[src/rtl/pc_seq_pkg.sv]
package pc_seq_pkg;
    localparam int XLEN     = 32;
    localparam int OPW      = 6;
    localparam int FNW      = 6;
    localparam int IMMW     = 16;
    localparam int JIDXW    = 26;
    localparam int REGIDXW  = 5;
    localparam int INSTR_BYTES = 4;
    localparam int ALIGNW   = 2;

    localparam logic [OPW-1:0] OP_SPECIAL = 6'd0;
    localparam logic [OPW-1:0] OP_JUMP    = 6'd2;
    localparam logic [OPW-1:0] OP_CALL    = 6'd3;
    localparam logic [OPW-1:0] OP_BR_EQ   = 6'd4;
    localparam logic [OPW-1:0] OP_BR_NE   = 6'd5;
    localparam logic [FNW-1:0] FN_JREG    = 6'd8;
    localparam logic [REGIDXW-1:0] LINK_REG = 5'd31;

    typedef enum logic [1:0] {
        SRC_SEQ,
        SRC_REL,
        SRC_ABS,
        SRC_REG
    } next_src_e;

    typedef struct packed {
        next_src_e  src;
        logic       is_cond;
        logic       want_equal;
        logic       is_call;
    } flow_dec_t;

    function automatic logic [XLEN-1:0] align_word(input logic [XLEN-1:0] a);
        return {a[XLEN-1:ALIGNW], {ALIGNW{1'b0}}};
    endfunction
endpackage

[src/rtl/pc_flow_decode.sv]
module pc_flow_decode
    import pc_seq_pkg::*;
(
    input  logic [XLEN-1:0] instr_i,
    output flow_dec_t       dec_o
);
    logic [OPW-1:0] op;
    logic [FNW-1:0] fn;

    assign op = instr_i[XLEN-1 -: OPW];
    assign fn = instr_i[FNW-1:0];

    always_comb begin
        dec_o = '{src: SRC_SEQ, is_cond: 1'b0, want_equal: 1'b0, is_call: 1'b0};
        unique case (op)
            OP_BR_EQ: begin
                dec_o.src        = SRC_REL;
                dec_o.is_cond    = 1'b1;
                dec_o.want_equal = 1'b1;
            end
            OP_BR_NE: begin
                dec_o.src     = SRC_REL;
                dec_o.is_cond = 1'b1;
            end
            OP_JUMP:  dec_o.src = SRC_ABS;
            OP_CALL: begin
                dec_o.src     = SRC_ABS;
                dec_o.is_call = 1'b1;
            end
            OP_SPECIAL: if (fn == FN_JREG) dec_o.src = SRC_REG;
            default: ;
        endcase
    end
endmodule

[src/rtl/pc_target_gen.sv]
module pc_target_gen
    import pc_seq_pkg::*;
(
    input  logic [XLEN-1:0] pc_i,
    input  logic [XLEN-1:0] instr_i,
    input  logic [XLEN-1:0] jump_reg_i,
    output logic [XLEN-1:0] seq_o,
    output logic [XLEN-1:0] rel_o,
    output logic [XLEN-1:0] abs_o,
    output logic [XLEN-1:0] reg_o
);
    localparam int HIW = XLEN - JIDXW - ALIGNW;
    logic [XLEN-1:0] disp;

    assign seq_o = pc_i + XLEN'(INSTR_BYTES);
    assign disp  = {{(XLEN-IMMW-ALIGNW){instr_i[IMMW-1]}}, instr_i[IMMW-1:0], {ALIGNW{1'b0}}};
    assign rel_o = seq_o + disp;
    assign abs_o = {seq_o[XLEN-1 -: HIW], instr_i[JIDXW-1:0], {ALIGNW{1'b0}}};
    assign reg_o = align_word(jump_reg_i);
endmodule

[src/rtl/pc_sequencer.sv]
module pc_sequencer
    import pc_seq_pkg::*;
#(
    parameter logic [31:0] RESET_ADDR = 32'h0040_0000
) (
    input  logic        clk_i,
    input  logic        rst_i,
    input  logic        advance_i,
    input  logic [31:0] instr_i,
    input  logic        operands_equal_i,
    input  logic [31:0] jump_reg_i,
    output logic [31:0] pc_o,
    output logic [31:0] link_addr_o,
    output logic [4:0]  link_reg_o,
    output logic        link_we_o
);
    localparam logic [XLEN-1:0] RST_ALIGNED = {RESET_ADDR[XLEN-1:ALIGNW], {ALIGNW{1'b0}}};

    flow_dec_t       dec;
    logic [XLEN-1:0] t_seq, t_rel, t_abs, t_reg, next_pc;
    logic [XLEN-1:0] pc_q;
    logic            take_rel;

    pc_flow_decode u_dec (.instr_i(instr_i), .dec_o(dec));

    pc_target_gen u_tgt (
        .pc_i(pc_q), .instr_i(instr_i), .jump_reg_i(jump_reg_i),
        .seq_o(t_seq), .rel_o(t_rel), .abs_o(t_abs), .reg_o(t_reg)
    );

    assign take_rel = dec.is_cond && (operands_equal_i == dec.want_equal);

    always_comb begin
        unique case (dec.src)
            SRC_REL: next_pc = take_rel ? t_rel : t_seq;
            SRC_ABS: next_pc = t_abs;
            SRC_REG: next_pc = t_reg;
            default: next_pc = t_seq;
        endcase
    end

    always_ff @(posedge clk_i) begin
        if (rst_i)          pc_q <= RST_ALIGNED;
        else if (advance_i) pc_q <= next_pc;
    end

    assign pc_o        = pc_q;
    assign link_addr_o = t_seq;
    assign link_reg_o  = LINK_REG;
    assign link_we_o   = dec.is_call && advance_i;

    p_reset_value_r1: assert property (@(posedge clk_i) rst_i |=> pc_o == RST_ALIGNED);
    p_aligned_r10: assert property (@(posedge clk_i) disable iff (rst_i) pc_o[1:0] == 2'b00);
    p_hold_r8: assert property (@(posedge clk_i) disable iff (rst_i)
        !advance_i |=> $stable(pc_o));
    p_seq_step_r2: assert property (@(posedge clk_i) disable iff (rst_i)
        (advance_i && dec.src == SRC_SEQ) |=> pc_o == $past(pc_o) + 32'd4);
    p_jreg_r7: assert property (@(posedge clk_i) disable iff (rst_i)
        (advance_i && instr_i[31:26] == 6'd0 && instr_i[5:0] == 6'd8)
        |=> pc_o == {$past(jump_reg_i[31:2]), 2'b00});
    p_link_strobe_r9: assert property (@(posedge clk_i) disable iff (rst_i)
        link_we_o |-> (instr_i[31:26] == 6'd3 && link_addr_o == pc_o + 32'd4));
    p_jump_region_r6: assert property (@(posedge clk_i) disable iff (rst_i)
        (advance_i && instr_i[31:27] == 5'b00001)
        |=> pc_o == {$past(link_addr_o[31:28]), $past(instr_i[25:0]), 2'b00});
endmodule

[config.mk]
export PLATFORM = sky130hd
export DESIGN_NAME = pc_sequencer
export DESIGN_NICKNAME = d
export VERILOG_FILES = /design/src/rtl/pc_seq_pkg.sv /design/src/rtl/pc_flow_decode.sv /design/src/rtl/pc_target_gen.sv /design/src/rtl/pc_sequencer.sv
export SDC_FILE = /design/constraint.sdc
export NUM_CORES = 1
export LEC_CHECK = 0
export CORE_MARGIN = 2
export CORE_UTILIZATION = 30
export DETAILED_ROUTE_END_ITERATION = 10
export PLACE_DENSITY = 0.58
export SLEW_MARGIN = 20
export SYNTH_ARGS = -nofsm -noshare
export SYNTH_HDL_FRONTEND = slang
export SYNTH_HIERARCHICAL = 1
export SYNTH_SLANG_ARGS = --single-unit
[constraint.sdc]
create_clock -name clk_i -period 3.5 [get_ports clk_i]
set_clock_uncertainty 0.05 [all_clocks]
set_input_delay 0.7 -clock clk_i [delete_from_list [all_inputs] [get_ports clk_i]]
set_output_delay 0.7 -clock clk_i [all_outputs]
set_load 0.05 [all_outputs]
# Word level (Yosys, flattened, before mapping)

Index checks and enable logic that the tools add are counted.

Add/sub/neg operators: 2
Eq/ne operators: 9
Mux-type cells: 7
Reductions and logical operators: 5

Operator list:

| kind                                           | count |
|---|---|
| case mux 32 bit (3 select lines)               | 1 |
| adder 32 x 3 -> 32 bit (second input constant) | 1 |
| adder 32 bit                                   | 1 |
| two-way mux 32 bit                             | 1 |
| == test 6 x 2 -> 1 bit (second input constant) | 2 |
| == test 6 x 3 -> 1 bit (second input constant) | 2 |
| == test 6 x 4 -> 1 bit (second input constant) | 1 |
| logical NOT 6 bit                              | 1 |
| case mux 2 bit (3 select lines)                | 1 |
| == test 2 bit (second input constant)          | 2 |
| OR reduction 2 bit                             | 2 |
| two-way mux 1 bit                              | 3 |
| == test 2 x 1 -> 1 bit (second input constant) | 1 |
| logical AND 1 bit                              | 2 |
| two-way mux 2 bit                              | 1 |
| == test 1 bit                                  | 1 |

Register bits: 32
Input bits: 68
Output and inout bits: 70

# Longest topological paths before layout

Gate-level depths: netlist (run 1).

Word-level depth: 6
Mapped depth: 16
Mapped depth without buffers: 15

# Hierarchy

The synthesis (run 1) kept the hierarchy.

Modules (own cells, without submodules):

| module         | instances | cells each | area each (um^2) | seq. area each (um^2) |
|---|---|---|---|---|
| pc_sequencer   | 1         | 380        | 2900.3           | 640.6 |
| pc_target_gen  | 1         | 404        | 2851.5           | 0.0 |
| pc_flow_decode | 1         | 9          | 72.6             | 0.0 |

# Least setup slack after synthesis (run 1)

No wires, ideal clock.

Kind: reg-to-reg
From: reg pc_q[12] (netlist: pc_o[12])
To: reg pc_q[31] (netlist: pc_o[31])
Data arrival time: 4.843 ns
Required time: 3.330 ns
Slack: -1.513 ns
Stages on the path, launching flop included: 15
Cell sequence: dfxtp_1 nand3_1 or3_1 nor2_2 nand4_1 xnor2_1 ha_1 and4_4 nor2b_4 a221o_1 a221o_1 a211oi_2 xor2_1 and4_1 o31a_1

Word-level cells in the longest chain between the ends: 4

RTL lines:

| element                          | RTL line            | text |
|---|---|---|
| start, declared                  | pc_sequencer.sv:21  | `logic [XLEN-1:0] pc_q;` |
| start signal, assigned           | pc_sequencer.sv:44  | `else if (advance_i) pc_q <= next_pc;` |
| adder 32 x 3 -> 32 bit           | pc_target_gen.sv:15 | `assign seq_o = pc_i + XLEN'(INSTR_BYTES);` |
| net link_addr_o[25]              | pc_sequencer.sv:13  | `output logic [31:0] link_addr_o,` |
| adder 32 bit                     | pc_target_gen.sv:17 | `assign rel_o = seq_o + disp;` |
| net t_rel[31]                    | pc_sequencer.sv:20  | `logic [XLEN-1:0] t_seq, t_rel, t_abs, t_reg, next_pc;` |
| two-way mux 32 bit               | pc_sequencer.sv:35  | `SRC_REL: next_pc = take_rel ? t_rel : t_seq;` |
| case mux 32 bit (3 select lines) | pc_sequencer.sv:34  | `unique case (dec.src)` |

The timed path passes the listed nets, and every way through them passes these cells.
A chain may end at the register's enable or synchronous reset.

# Final worst setup path (run 1)

From: reg pc_q[13] (netlist: pc_o[13])
To: reg pc_q[31] (netlist: pc_o[31])

Word-level cells in the longest chain between the ends: 4

RTL lines:

| element                          | RTL line |
|---|---|
| adder 32 x 3 -> 32 bit           | pc_target_gen.sv:15 |
| adder 32 bit                     | pc_target_gen.sv:17 |
| net t_rel[31]                    | pc_sequencer.sv:20 |
| two-way mux 32 bit               | pc_sequencer.sv:35 |
| case mux 32 bit (3 select lines) | pc_sequencer.sv:34 |

The timed path passes the listed nets, and every way through them passes these cells.

==> results.py, run 1 <==
metrics = {
    "run_status": {
        "outcome": "finished, violations left",
        "violations": "setup timing",
    },
    "logic_synthesis": {
        "synth-async-reset-ratio": 0,
        "synth_cell_types": 70,
        "dominantRegCellSynth": "dfxtp_1",
        "synth_cells": 793,
        "yosysTopAreaCell": "dfxtp_1",
        "syn_avg_cell_area_um2": 7.34,
        "synth-seq-area-share": 0.110,
        "synthTopCellsByArea": "dfxtp_1 (11%), buf_4 (10%), ha_1 (7.1%)",
        "ys_seq_elements": 32,
        "syn_area_um2": 5820,
        "synth_top_area_share": 0.110,
        "synth_edf_count": 0,
        "yosys_warnings": 6,
    },
    "setup_path": {
        "start_kind": "flip-flop",
        "arrival_ns": 3.84,
        "critical_path_class": "reg2reg",
        "crit_path_end_kind": "flip-flop",
        "crit_required_ns": 3.63,
        "cp_max_fo": 3,
    },
    "final_layout": {
        "stdcell_area_um2": 8780,
        "final_util": 0.465,
        "fillers": 1903,
        "largest_reg_flops": 32,
        "final_nets": 1069,
        "fin_cells": 1228,
        "area_growth_pct": 50.8,
        "num_antenna_cells": 0,
        "drive_above_1_share": 0.315,
        "final_common_cell": "buf_4",
        "layout_common_cells": "buf_4 (165), clkdlybuf4s50_1 (112), a21oi_1 (56), nor2_1 (55), nand2_1 (31)",
    },
    "placed_design": {
        "dpl.hpwl_um": 15600,
        "gp_congestion": 0.896,
        "port_buffers": 130,
        "dp.cells": 1212,
        "dp_slack_ns": -0.292,
        "place_area_um2": 8230,
    },
    "die": {
        "start_util": 0.308,
        "die-area_um2": 20500,
        "die_x_um": 143,
        "fp-row-count": 50,
        "io_pins": 138,
        "core_area_um2": 18900,
        "die_h_um": 143,
    },
    "timing": {
        "tightestPinTransition_ns": 0.665,
        "whs_ns": 0.562,
        "rsz0062_at_grt": "true",
        "max_freq_ghz": 0.270,
        "drv_slew": 0,
        "setup_slack_ns": -0.203,
        "setup_viol": 2,
        "hold_violations": 0,
        "maxSlewHeadroom": 0.556,
        "finalCritPeriodShare": 1.06,
        "period_needed_ns": 3.70,
    },
    "hold_path": {
        "hold_class": "reg2reg",
    },
    "pwr": {
        "leakagePower_nw": 3.50,
        "worst_ir_drop_vdd_uv": 171,
        "p_per_area_nw_per_um2": 208,
    },
    "routing": {
        "vias_per_cell": 5.31,
        "drt_first_pass_iters": 4,
        "drtIter0Drc": 327,
        "post_drt_wl_per_cell_um": 17.0,
        "vias": 6518,
        "antenna_left": 0,
        "drc_errors": 0,
        "wl_um": 20900,
    },
    "grt": {
        "antenna_found_initial": 0,
        "grt_overflow": 0,
        "grt_pass1_wl_um": 33000,
        "grt_usage": 0.202,
        "grt_pass1_vias": 6274,
        "grt_max_degree": 68,
    },
    "clock_tree": {
        "clk_latency_ns": 0.29,
        "cts.path.max_buffers": 2,
        "clock_sinks": 32,
        "clock-root-buffer": "clkbuf_16",
        "cts_buffers": 5,
        "cts_hold_buf": 0,
        "cts_tree": "done",
        "path_clk_slew_ns": 0.06,
        "h-tree-depth": 2,
    },
    "job": {
        "maxCapViolCount": 0,
    },
}
per-layer routing:
layer	track usage	up-vias	part of all wire
li1	-	3208	-
met1	0.280	3105	0.47
met2	0.328	183	0.45
met3	0.0303	22	0.055
met4	0.0537	0	0.018
met5	0	-	0
what timing repair did:
item	CTS	global route
resized for setup	29	43
buffers inserted	7	1
cloned	0	0
setup endpoints to repair	11	17
pin swaps	21	31
cells in the mapped netlist, types with 2 or more instances:
cell type  number
a311oi_1        3
mux2i_1        14
a31oi_1         4
buf_6           7
o21ai_0        22
a221o_1         3
nand4_1        14
buf_2          20
o21a_1          4
o21ai_1        10
nor4_1          6
a21o_2          2
a32o_1         12
buf_4          80
and2_1          5
xor2_1         16
a21boi_1        2
nand4b_1       12
xnor2_1        36
or3_1           4
nor2_1         64
o31a_1         19
clkbuf_1       21
o211ai_1        2
o22ai_1        18
o21bai_1        3
nand2_1        37
and3_1          6
a21oi_1        62
dfxtp_1        32
ha_1           33
nor3_1         26
nand3_1        25
a211oi_1       21
nand2b_1        2
a211oi_2        2
nand3b_1       19
inv_1          26
and4_1         22
conb_1          2
nor2b_1         2
nor3b_1        19
a21o_1          7
a211o_1         3
a21boi_0       19
power by group:
part	internal, W	leakage, nW	switching [W]
logic	0.000438	3.15	0.000524
clock network	0.000284	0.0712	0.000185
registers	0.000374	0.277	0.0000241
worst paths after layout:
kind,from,to,slack (ns),cells past startpoint
max,pc_o[13],pc_o[31],-0.20,15
min,pc_o[11],pc_o[11],0.56,2
max reg2reg,pc_o[13],pc_o[31],-0.20,15
min reg2reg,pc_o[11],pc_o[11],0.56,2
final cells by class:
type / instances / area, um2 / area share
tap: 260 / 325 / 0.0370
timing repair buffer: 289 / 2560 / 0.291
multi-input combinational: 613 / 4940 / 0.563
clock buffer: 8 / 146 / 0.0167
inverter: 26 / 97.6 / 0.0111
sequential: 32 / 716 / 0.0815
per-stage QoR:
step | power [W] | TNS, ns
6_report | 0.00183 | -0.233
5_1_grt | 0.00193 | -0.646
4_1_cts | 0.00181 | -0.267
3_5_place_dp | 0.00132 | -1.62
3_3_place_gp | 0.00131 | -1.73
2_1_floorplan | 0.00101 | -3.05
cell families (layout without fill, tap and decap cells):
group	count (synthesis)	in the layout	share of synthesized area
xor gates and xnor gates	54	54	0.0851
buffers and inverters	155	323	0.165
muxes	15	15	0.0260
adders and majority gates	34	34	0.0743
and+or+nand+nor	274	274	0.271
AOI/OAI and AO/OA	227	227	0.267
DFF	32	32	0.110
other	2	9	0.00129
worst max-delay path: stages, from the launching register on:
cell and delay, ns:
dfxtp_4 0.36, nand3_4 0.09, or3_4 0.43, buf_4 0.16
nor2_4 0.20, nand2_4 0.10, xnor2_4 0.17, ha_4 0.23
a21o_1 0.19, o21bai_4 0.18, a221o_1 0.30, a221o_1 0.38
a211oi_2 0.23, xor2_1 0.09, and4_1 0.19, o31a_1 0.23
Note: power is estimated with default switching activity, not from simulation.
==> inputs of run 2 (changes only) <==
Settings changed: CAP_MARGIN set to 25.
==> results of run 2 <==
Same layout as run 1: the final DEF is identical, and so are final timing and power.
